`config.mk`:
```
export PLATFORM = sky130hd
export DESIGN_NAME = dwt_da_stage
export DESIGN_NICKNAME = d
export VERILOG_FILES = /design/src/rtl/dwt_da_pkg.sv /design/src/rtl/da_rom.sv /design/src/rtl/da_ctrl.sv /design/src/rtl/da_accum.sv /design/src/rtl/dwt_da_stage.sv
export SDC_FILE = /design/constraint.sdc
export NUM_CORES = 1
export LEC_CHECK = 0
export BUFFER_PORTS_ARGS = -buffer_cell sky130_fd_sc_hd__buf_2
export CAP_MARGIN = 10
export CORE_MARGIN = 4
export CORE_UTILIZATION = 40
export DETAILED_ROUTE_END_ITERATION = 8
export PLACE_DENSITY = 0.65
export SLEW_MARGIN = 30
export SYNTH_ARGS = -nofsm -noshare
export SYNTH_HDL_FRONTEND = slang
export SYNTH_SLANG_ARGS = --single-unit
```
`constraint.sdc`:
```
create_clock -name clk -period 11 [get_ports clk]
set_clock_uncertainty 0.2 [all_clocks]
set_input_delay 1.1 -clock clk [delete_from_list [all_inputs] [get_ports clk]]
set_output_delay 1.1 -clock clk [all_outputs]
set_load 0.01 [all_outputs]
```
`src/rtl/dwt_da_pkg.sv`:
```
// Package: shared constants for the wavelet DA stage.
// Holds the default integer coefficient sets (scale 128, rounded) for the
// low-pass and high-pass analysis filters; index 0 weights the newest sample.
package dwt_da_pkg;
    localparam int DEF_TAPS = 8;
    localparam int LP_COEF [DEF_TAPS] = '{-1, 4, 4, -24, -4, 81, 92, 29};
    localparam int HP_COEF [DEF_TAPS] = '{29, -92, 81, 4, -24, -4, 4, 1};
endpackage

```
`src/rtl/da_rom.sv`:
```
// Module: da_rom
// Partial-sum table for one filter. Entry a is the sum of the coefficients
// whose tap bit is set in a. The contents are computed at elaboration.
// Assumes every subset sum fits in ROM_W signed bits.
module da_rom #(
    parameter int TAPS  = 8,
    parameter int ROM_W = 9,
    parameter int COEF [TAPS] = dwt_da_pkg::LP_COEF
) (
    input  logic [TAPS-1:0]         addr,
    output logic signed [ROM_W-1:0] word
);
    localparam int DEPTH = 2 ** TAPS;

    // Sum of the selected coefficients for one address
    function automatic int subset_sum(input int a);
        int s = 0;
        for (int k = 0; k < TAPS; k++)
            if (((a >> k) & 1) == 1) s += COEF[k];
        return s;
    endfunction

    logic signed [ROM_W-1:0] tbl [DEPTH];

    for (genvar a = 0; a < DEPTH; a++) begin : g_entry
        localparam logic signed [ROM_W-1:0] VAL = ROM_W'(subset_sum(a));
        // Constant table entry
        assign tbl[a] = VAL;
    end

    // Table lookup
    assign word = tbl[addr];
endmodule

```
`src/rtl/da_ctrl.sv`:
```
// Module: da_ctrl
// Holds the sample window, the accept-parity and the bit-serial schedule.
// It forms the bit-slice address for the current bit position.
// The window is frozen while a pass runs, so in_ready is low then.
module da_ctrl #(
    parameter int TAPS     = 8,
    parameter int SAMPLE_W = 8,
    localparam int BIT_W   = $clog2(SAMPLE_W)
) (
    input  logic                clk,
    input  logic                rst_n,
    input  logic                in_valid,
    input  logic [SAMPLE_W-1:0] in_sample,
    output logic                in_ready,
    output logic                busy,
    output logic                start,
    output logic                last,
    output logic [BIT_W-1:0]    bit_idx,
    output logic [TAPS-1:0]     addr
);
    logic [SAMPLE_W-1:0] win [TAPS];
    logic                odd_seen;
    logic                accept;

    assign in_ready = !busy;
    assign accept   = in_valid && !busy;
    assign start    = accept && odd_seen;
    assign last     = busy && (bit_idx == BIT_W'(SAMPLE_W - 1));

    // Window entry 0 takes each accepted sample
    always_ff @(posedge clk) begin
        if (!rst_n)      win[0] <= '0;
        else if (accept) win[0] <= in_sample;
    end

    for (genvar k = 1; k < TAPS; k++) begin : g_win
        // Shift older samples one place on each accept
        always_ff @(posedge clk) begin
            if (!rst_n)      win[k] <= '0;
            else if (accept) win[k] <= win[k-1];
        end
        assign addr[k] = win[k][bit_idx];
    end
    assign addr[0] = win[0][bit_idx];

    // Parity of accepts and the bit-serial pass schedule
    always_ff @(posedge clk) begin
        if (!rst_n) begin
            odd_seen <= 1'b0;
            busy     <= 1'b0;
            bit_idx  <= '0;
        end else if (accept) begin
            odd_seen <= !odd_seen;
            if (odd_seen) begin
                busy    <= 1'b1;
                bit_idx <= '0;
            end
        end else if (busy) begin
            if (last) busy    <= 1'b0;
            else      bit_idx <= bit_idx + 1'b1;
        end
    end
endmodule

```
`src/rtl/da_accum.sv`:
```
// Module: da_accum
// Shift-accumulate for one filter. Each table word is weighted by 2^bit.
// The top bit position is subtracted, as two's complement requires.
// The finished sum is registered at the end of the pass and held.
module da_accum #(
    parameter int SAMPLE_W = 8,
    parameter int ROM_W    = 9,
    parameter int ACC_W    = 18,
    localparam int BIT_W   = $clog2(SAMPLE_W)
) (
    input  logic                    clk,
    input  logic                    rst_n,
    input  logic                    start,
    input  logic                    step,
    input  logic                    last,
    input  logic [BIT_W-1:0]        bit_idx,
    input  logic signed [ROM_W-1:0] word,
    output logic signed [ACC_W-1:0] result
);
    logic signed [ACC_W-1:0] acc, ext, shifted, term;

    // Weight and sign the current table word
    always_comb begin
        ext     = ACC_W'(word);
        shifted = ext <<< bit_idx;
        term    = last ? -shifted : shifted;
    end

    // Running sum, cleared when a pass starts
    always_ff @(posedge clk) begin
        if (!rst_n)     acc <= '0;
        else if (start) acc <= '0;
        else if (step)  acc <= acc + term;
    end

    // Result register, loaded with the final sum
    always_ff @(posedge clk) begin
        if (!rst_n)             result <= '0;
        else if (step && last)  result <= acc + term;
    end
endmodule

```
`src/rtl/dwt_da_stage.sv`:
```
// Module: dwt_da_stage (top)
// One analysis level of a 1-D wavelet transform done with distributed
// arithmetic. One window feeds a low-pass and a high-pass table. Both share
// one bit-serial schedule, and every second accepted sample yields a pair.
// Assumes ACC_W holds ROM_W + SAMPLE_W bits of signed growth.
module dwt_da_stage #(
    parameter int TAPS     = dwt_da_pkg::DEF_TAPS,
    parameter int SAMPLE_W = 8,
    parameter int ROM_W    = 9,
    parameter int LP_C [TAPS] = dwt_da_pkg::LP_COEF,
    parameter int HP_C [TAPS] = dwt_da_pkg::HP_COEF,
    localparam int ACC_W   = ROM_W + SAMPLE_W + 1,
    localparam int BIT_W   = $clog2(SAMPLE_W)
) (
    input  logic                    clk,
    input  logic                    rst_n,
    input  logic                    in_valid,
    input  logic [SAMPLE_W-1:0]     in_sample,
    output logic                    in_ready,
    output logic                    busy,
    output logic                    out_valid,
    output logic signed [ACC_W-1:0] approx_out,
    output logic signed [ACC_W-1:0] detail_out
);
    logic                    start, last;
    logic [BIT_W-1:0]        bit_idx;
    logic [TAPS-1:0]         addr;
    logic signed [ROM_W-1:0] lp_word, hp_word;

    da_ctrl #(.TAPS(TAPS), .SAMPLE_W(SAMPLE_W)) u_ctrl (
        .clk(clk), .rst_n(rst_n), .in_valid(in_valid), .in_sample(in_sample),
        .in_ready(in_ready), .busy(busy), .start(start), .last(last),
        .bit_idx(bit_idx), .addr(addr)
    );

    da_rom #(.TAPS(TAPS), .ROM_W(ROM_W), .COEF(LP_C)) u_lp_rom (
        .addr(addr), .word(lp_word)
    );
    da_rom #(.TAPS(TAPS), .ROM_W(ROM_W), .COEF(HP_C)) u_hp_rom (
        .addr(addr), .word(hp_word)
    );

    da_accum #(.SAMPLE_W(SAMPLE_W), .ROM_W(ROM_W), .ACC_W(ACC_W)) u_lp_acc (
        .clk(clk), .rst_n(rst_n), .start(start), .step(busy), .last(last),
        .bit_idx(bit_idx), .word(lp_word), .result(approx_out)
    );
    da_accum #(.SAMPLE_W(SAMPLE_W), .ROM_W(ROM_W), .ACC_W(ACC_W)) u_hp_acc (
        .clk(clk), .rst_n(rst_n), .start(start), .step(busy), .last(last),
        .bit_idx(bit_idx), .word(hp_word), .result(detail_out)
    );

    // Output strobe for the cycle after the final bit
    always_ff @(posedge clk) begin
        if (!rst_n) out_valid <= 1'b0;
        else        out_valid <= busy && last;
    end
endmodule

```
# Word level (Yosys, flattened, before mapping)
# Memories as Yosys holds them, arrays and structs flattened.
# Cells that the tools add are included.
[word_totals] regBits=78 mem_bits_rw=64 romBits=4608 inputBits=11 out_inout_bits=39 word_cells=84 n_memories=3
[mem_list] name="(no name shown)" depth=256 width=9 read_ports=1 rd_clocked_by_memory_dff=0 wr=0 line_no="da_rom.sv:32" text="assign word = tbl[addr];"
[mem_list] name="(no name shown)" depth=256 width=9 read_ports=1 rd_clocked_by_memory_dff=0 wr=0 line_no="da_rom.sv:32"
[mem_list] name="u_ctrl.win" depth=8 width=8 read_ports=8 rd_clocked_by_memory_dff=0 wr=8 line_no="da_ctrl.sv:21" text="logic [SAMPLE_W-1:0] win [TAPS];"
[classes] add_sub_neg=5 order_cmp=2 n_eq_ne=3 n_shift=2 mux=42 bitwise=10 n_reduce_logical=9
[op_table] op="$mux 8" n=8
[op_table] op="$add 18x18->18" n=2
[op_table] op="$mux 18" n=2
[op_table] op="$mux 9" n=4
[op_table] op="$neg 18->18" n=2
[op_table] op="$sshl 9x3->18" n=2
[op_table] op="$bmux 1 s3" n=8
[op_table] op="$mux 1" n=16
[op_table] op="$mux 3" n=4
[op_table] op="$ge 9x9->1 const B" n=1
[op_table] op="$not 8->9" n=1
[op_table] op="$or 1x1->1" n=8
[op_table] op="$logic_and 1x1->1" n=4
[op_table] op="$lt 3x4->1 const B" n=1
[op_table] op="$add 3x1->3 const B" n=1
[op_table] op="$eq 3x3->1 const B" n=1
[op_table] op="$reduce_and 3->1" n=1
[op_table] op="$logic_not 1->1" n=2
[op_table] op="$ne 2x1->1 const B" n=1
[op_table] op="$ne 2x2->1 const B" n=1
[op_table] op="$reduce_bool 2->1" n=1
[op_table] op="$reduce_or 2->1" n=1
[op_table] op="$not 1->1" n=1

# Longest topological paths before layout
# An unclocked memory read counts as a cell.
[logic_depth] depth_word=11 mapped_depth=35

# By module
# From an unflattened synthesis, not the netlist that was laid out.
[hier_totals] hier_cells=1188 area_unflattened_um2=10944.2
[modules_own_cells] mod="da_accum at u_lp_acc" instances=1 cells_per_inst=388 area_per_inst_um2=3208.1 seq_area_each_um2=720.7
[modules_own_cells] mod="da_ctrl" instances=1 cells_per_inst=199 area_per_inst_um2=3180.6 seq_area_each_um2=2021.9
[modules_own_cells] mod="da_accum at u_hp_acc" instances=1 cells_per_inst=392 area_per_inst_um2=3042.9 seq_area_each_um2=720.7
[modules_own_cells] mod="da_rom at u_lp_rom" instances=1 cells_per_inst=119 area_per_inst_um2=815.8 seq_area_each_um2=0.0
[modules_own_cells] mod="da_rom at u_hp_rom" instances=1 cells_per_inst=88 area_per_inst_um2=670.6 seq_area_each_um2=0.0
[modules_own_cells] mod="dwt_da_stage" instances=1 cells_per_inst=2 area_per_inst_um2=26.3 seq_area_each_um2=20.0

# Least setup slack after synthesis
# OpenSTA, ideal clock, no wires.
[synth_path] path_type="reg2reg" start="register u_ctrl.bit_idx[0]" end="register u_lp_acc.acc[17]" setup_time_ns=0.116 t_arrival_ns=7.553 required_time_ns=10.684 setup_slack_ns=3.131 path_stages_with_launch=33 synth_period_minus_slack_ns=7.869 path_cell_list="dfxtp_1 -> buf_6 -> buf_6 -> clkbuf_1 -> buf_1 -> clkbuf_1 -> mux4_2 -> nand2_1 -> and2_1 -> inv_1 -> ha_1 -> inv_1 -> ha_1 -> nor3_1 -> a211oi_1 -> o21ai_1 -> or4_1 -> a32o_1 -> a211oi_2 -> o221ai_2 -> o21ai_0 -> xnor2_1 -> ha_1 -> nand2_1 -> o21ai_0 -> a41oi_1 -> a2111oi_0 -> nor4_1 -> or2_2 -> and3_1 -> a31oi_1 -> a311oi_1 -> a41o_1"
[synth_via] elab_chain_cells=10 elab_cells_between_ends=26 classes_between="2 x add/sub; 1 x eq/ne; 1 x shift; 19 x mux; 1 x bitwise; 1 x reduce/logical; 1 x memory"
[synth_lines] item="start: declaration" line_no="da_ctrl.sv:18" text="output logic [BIT_W-1:0] bit_idx,"
[synth_lines] item="start signal: assignment" line_no="da_ctrl.sv:60" text="else bit_idx <= bit_idx + 1'b1;"
[synth_lines] item="$bmux 1 s3, on equally long branches" line_no="da_ctrl.sv:44, da_ctrl.sv:42"
[synth_lines] item="$mux 1, on equally long branches" line_no="da_ctrl.sv:44, da_ctrl.sv:42"
[synth_lines] item="$not 8->9 (implied by the code)" line_no="da_rom.sv:32"
[synth_lines] item="$mem_v2 256x9"
[synth_lines] item="$mux 9 (implied by the code) (2 in a row)" line_no="da_rom.sv:32"
[synth_lines] item="$sshl 9x3->18" line_no="da_accum.sv:25" text="shifted = ext <<< bit_idx;"
[synth_lines] item="$neg 18->18" line_no="da_accum.sv:26" text="term = last ? -shifted : shifted;"
[synth_lines] item="$mux 18 *" line_no="da_accum.sv:26"
[synth_lines] item="$add 18x18->18 *" line_no="da_accum.sv:33" text="else if (step) acc <= acc + term;"
[synth_lines] item="end signal: assignment" line_no="da_accum.sv:33"
[synth_lines] item="end: declaration" line_no="da_accum.sv:20" text="logic signed [ACC_W-1:0] acc, ext, shifted, term;"
# Every way passes the cells marked *; elsewhere a longest branch is shown, timed or not. The select of a mux whose other input is x is not followed.
# A chain may end at the register's enable or synchronous reset.

# Worst setup path after layout
[layout_path] start="register u_ctrl.bit_idx[1]" end="register u_lp_acc.acc[17]"
# The elaborated chain is that of the path after synthesis.

==> run_results.csv <==
group,metric,value,unit
setup_path,ff2ff_setup_slack,2.44,ns
logic_synthesis,yosys_warnings,0,
routing,dr_total_vias,9229,
routing,drt_iter0_drc,634,
worst_hold_path,hp-class,"reg -> reg",
pwr,pwr_density_cell,156.9,nW/um^2
final_layout,final_core_util,0.4485,
floorplanning,ios,50,
final_layout,multiInputGateArea,6750,sq um
logic_synthesis,yosys.cell_types.count,95,
setup_path,path_class,"reg -> reg",
sta,max_freq,116.8,MHz
setup_path,critPathArrivalTime,8.68,ns
sta,finalCritPeriodShare,0.7783,
sta,finalHoldViolCount,0,
clocking,holdBufCountCts,0,
pwr,vdd_drop_max,0.1070,mV
routing,wl_per_cell,17.73,um
sta,relSlewSlack,0.3704,
global_route,grt_max_degree,69,
clocking,clkTransAtPathRegs,0.06,ns
floorplanning,dieWidth,171.6,um
logic_synthesis,synth_edf_count,64,
placement,io_buffers,49,
placement,dpl.cell_count,1536,
clocking,post_cts.repair.setup_buffers,0,
setup_path,cp-start-kind,"flip-flop",
placement,finalWeightedCongestion,0.9306,
sta,rsz0062_at_grt,"no",
global_route,grt_overflow,0,
final_layout,drive_above_1_share,0.1273,
routing,routed_via_density,5.886,
outcome,status,"finished, final reports clean",
final_layout,fin_nets,1293,
final_layout,fin_cells,1568,
logic_synthesis,syn_area,10700,sq um
sta,worstMarginPinSlew,0.9323,ns
flow_run,cap_viol_max_count,0,
global_route,grt_use_total,0.1918,
floorplanning,die_h,171.6,um
global_route,antenna_found_initial,0,
floorplanning,fp.dieArea,29440,sq um
clocking,clk_latency,0.44,ns
clocking,cts-htree-levels,4,
final_layout,seqCellArea,3486,sq um
clocking,root_buffer,"clkbuf_16",
global_route,grt_pass1_wl,46080,um
sta,finalSetupViolCount,0,
clocking,clockBufferDepth,2,
logic_synthesis,ys_seq_area_frac,0.3255,
sta,drv_slew,0,
routing,antenna_left,0,
global_route,grt_pass1_vias,8971,
clocking,cts_buffers,17,
setup_path,critPathMaxFanout,26,
logic_synthesis,synth.avg_cell_area,8.794,sq um
clocking,ctsResizeCount,0,
setup_path,cp_data_required_time,11.12,ns
sta,fin_crit,8.561,ns
final_layout,area_growth,9.808,%
logic_synthesis,synth_seq_cells,142,
logic_synthesis,synthesis.nets,1290,
routing,drc,0,
floorplanning,core-area,26210,sq um
routing,first_pass_iters,5,
clocking,clock_sinks,142,
final_layout,fillers,2501,
final_layout,n_antenna_cell,0,
placement,dpl.hpwl,19210,um
logic_synthesis,async_flop_share,0,
logic_synthesis,ys.flop_type,"dfxtp_1",
sta,setup_tns,0,ns
floorplanning,initial_utilization,0.4084,
floorplanning,row_count,59,
clocking,cts_tree,"yes",
setup_path,endpoint_kind,"flip-flop",
routing,drt_wl_total,27800,um
pwr,p_leak,0.004801,uW
logic_synthesis,syn_inst,1217,
## worst max-delay path, cell delays in order, from the launching register on
cell and delay (ns):
dfxtp_1 0.79, buf_4 0.43, mux4_2 0.37, nand2_1 0.07, and2_1 0.39, inv_1 0.29, ha_1 0.39, o21ai_0 0.30
a21oi_1 0.15, a311oi_1 0.26, a211oi_1 0.15, o311ai_0 0.70, a21boi_0 0.17, o21ai_0 0.36, o21ai_0 0.18, xnor2_1 0.19
ha_1 0.38, nand2_1 0.06, o21ai_0 0.35, a41oi_1 0.25, a2111oi_0 0.64, nor4_1 0.18, or2_2 0.34, and3_1 0.18
a31oi_1 0.29, a311oi_1 0.14, a41o_1 0.24
## layer usage
metal  GRT usage  part of all wire
met1      0.2566              0.46
met2      0.3134              0.47
met3     0.03080             0.047
met4     0.07199             0.025
met5           0                 0
## layout by cell type (no fill, tap or decap), types with 14 or more instances in the layout
cell type and instances:
and2_1 14, xnor2_1 44, mux2i_1 48, clkbuf_16 17, edfxtp_1 64, o21ai_0 57, ha_1 60, nand3_1 41
nor2_1 85, a211oi_1 16, nor3_1 27, dfxtp_1 76, a21oi_1 65, buf_2 48, buf_4 15, and3_1 73
a21boi_0 30, a31oi_1 20, nand2_1 141, inv_1 31
## state kept, by name, summed over array words and instances, names as in the netlist
register and count:
out_valid 1, u_ctrl.bit_idx 3, u_ctrl.busy 1, u_ctrl.odd_seen 1, u_ctrl.win 64, u_hp_acc.acc 18
u_hp_acc.result 18, u_lp_acc.acc 18, u_lp_acc.result 18
## synth_stat cells (5+ instances only)
library cell	number	area share
or3_1	7	0.0041
buf_2	8	0.0037
ha_1	60	0.070
nor4_1	7	0.0041
a211o_1	5	0.0041
o21ai_0	57	0.027
o21ai_1	5	0.0023
o2111ai_1	5	0.0041
dfxtp_1	78	0.15
nand4_1	5	0.0029
o21bai_1	11	0.0077
nand2b_1	5	0.0029
xor2_1	13	0.011
edfxtp_1	64	0.18
a22o_1	5	0.0041
mux4_2	12	0.025
nand3_1	41	0.019
buf_1	8	0.0028
a41oi_1	5	0.0041
and2_1	15	0.0088
a21o_1	10	0.0070
clkbuf_1	56	0.020
o211ai_1	10	0.0070
o221ai_1	5	0.0041
nand2_1	142	0.050
a21oi_1	65	0.030
a31oi_1	20	0.012
nor2b_1	9	0.0053
o31ai_1	9	0.0063
o211a_1	6	0.0056
xnor2_1	44	0.036
or2_2	5	0.0029
and3_1	73	0.043
mux2i_1	48	0.045
a211oi_1	16	0.011
inv_1	31	0.011
nor2_1	85	0.030
nor3_1	27	0.013
a21boi_0	30	0.021
## final cells by class
cell class                      instances  share of cell area
Multi-Input combinational cell        960              0.5744
Sequential cell                       142              0.2966
Clock buffer                           17             0.03620
Tap cell                              335             0.03566
Timing Repair Buffer                   63             0.03002
Clock inverter                         15             0.01565
Inverter                               36             0.01150
## per-stage QoR
step / hold WS (ns) / worst slack [ns] / cell area [sq um] / power (uW)
final: 0.2584 / 2.439 / 11750 / 1844
after global routing: 0.2760 / 1.656 / 11750 / 1954
after CTS: 0.2630 / 2.486 / 11750 / 1852
after detailed placement: 0.2540 / 2.531 / 11140 / 1234
after global placement: 0.2500 / 2.587 / 11140 / 1230
after floorplan: 0.2589 / 3.131 / 10700 / 1105
## report_power, final
group	switching [uW]	internal (uW)
logic	396	239
clock network	250	361
registers	16.6	582
total	663	1180
## kinds of logic after synthesis
logic type,Yosys count,synth area share
AOI/OAI and AO/OA,332,0.2222
xor gates and xnor gates,59,0.05085
adders and majority gates,62,0.07388
buffers and inverters,115,0.04512
DFF,142,0.3255
muxes,69,0.08300
and+or+nand+nor,438,0.1994
## worst paths after layout
| path | startpoint | to | cells past startpoint |
|---|---|---|---|
| setup / recovery | u_ctrl.bit_idx[1] | u_lp_acc.acc[17] | 26 |
| setup reg to reg | u_ctrl.bit_idx[1] | u_lp_acc.acc[17] | 26 |
| hold / removal | u_hp_acc.result[7] | u_hp_acc.result[7] | 2 |
| hold reg to reg | u_hp_acc.result[7] | u_hp_acc.result[7] | 2 |
No activity file was read; power rests on OpenSTA's default activity.
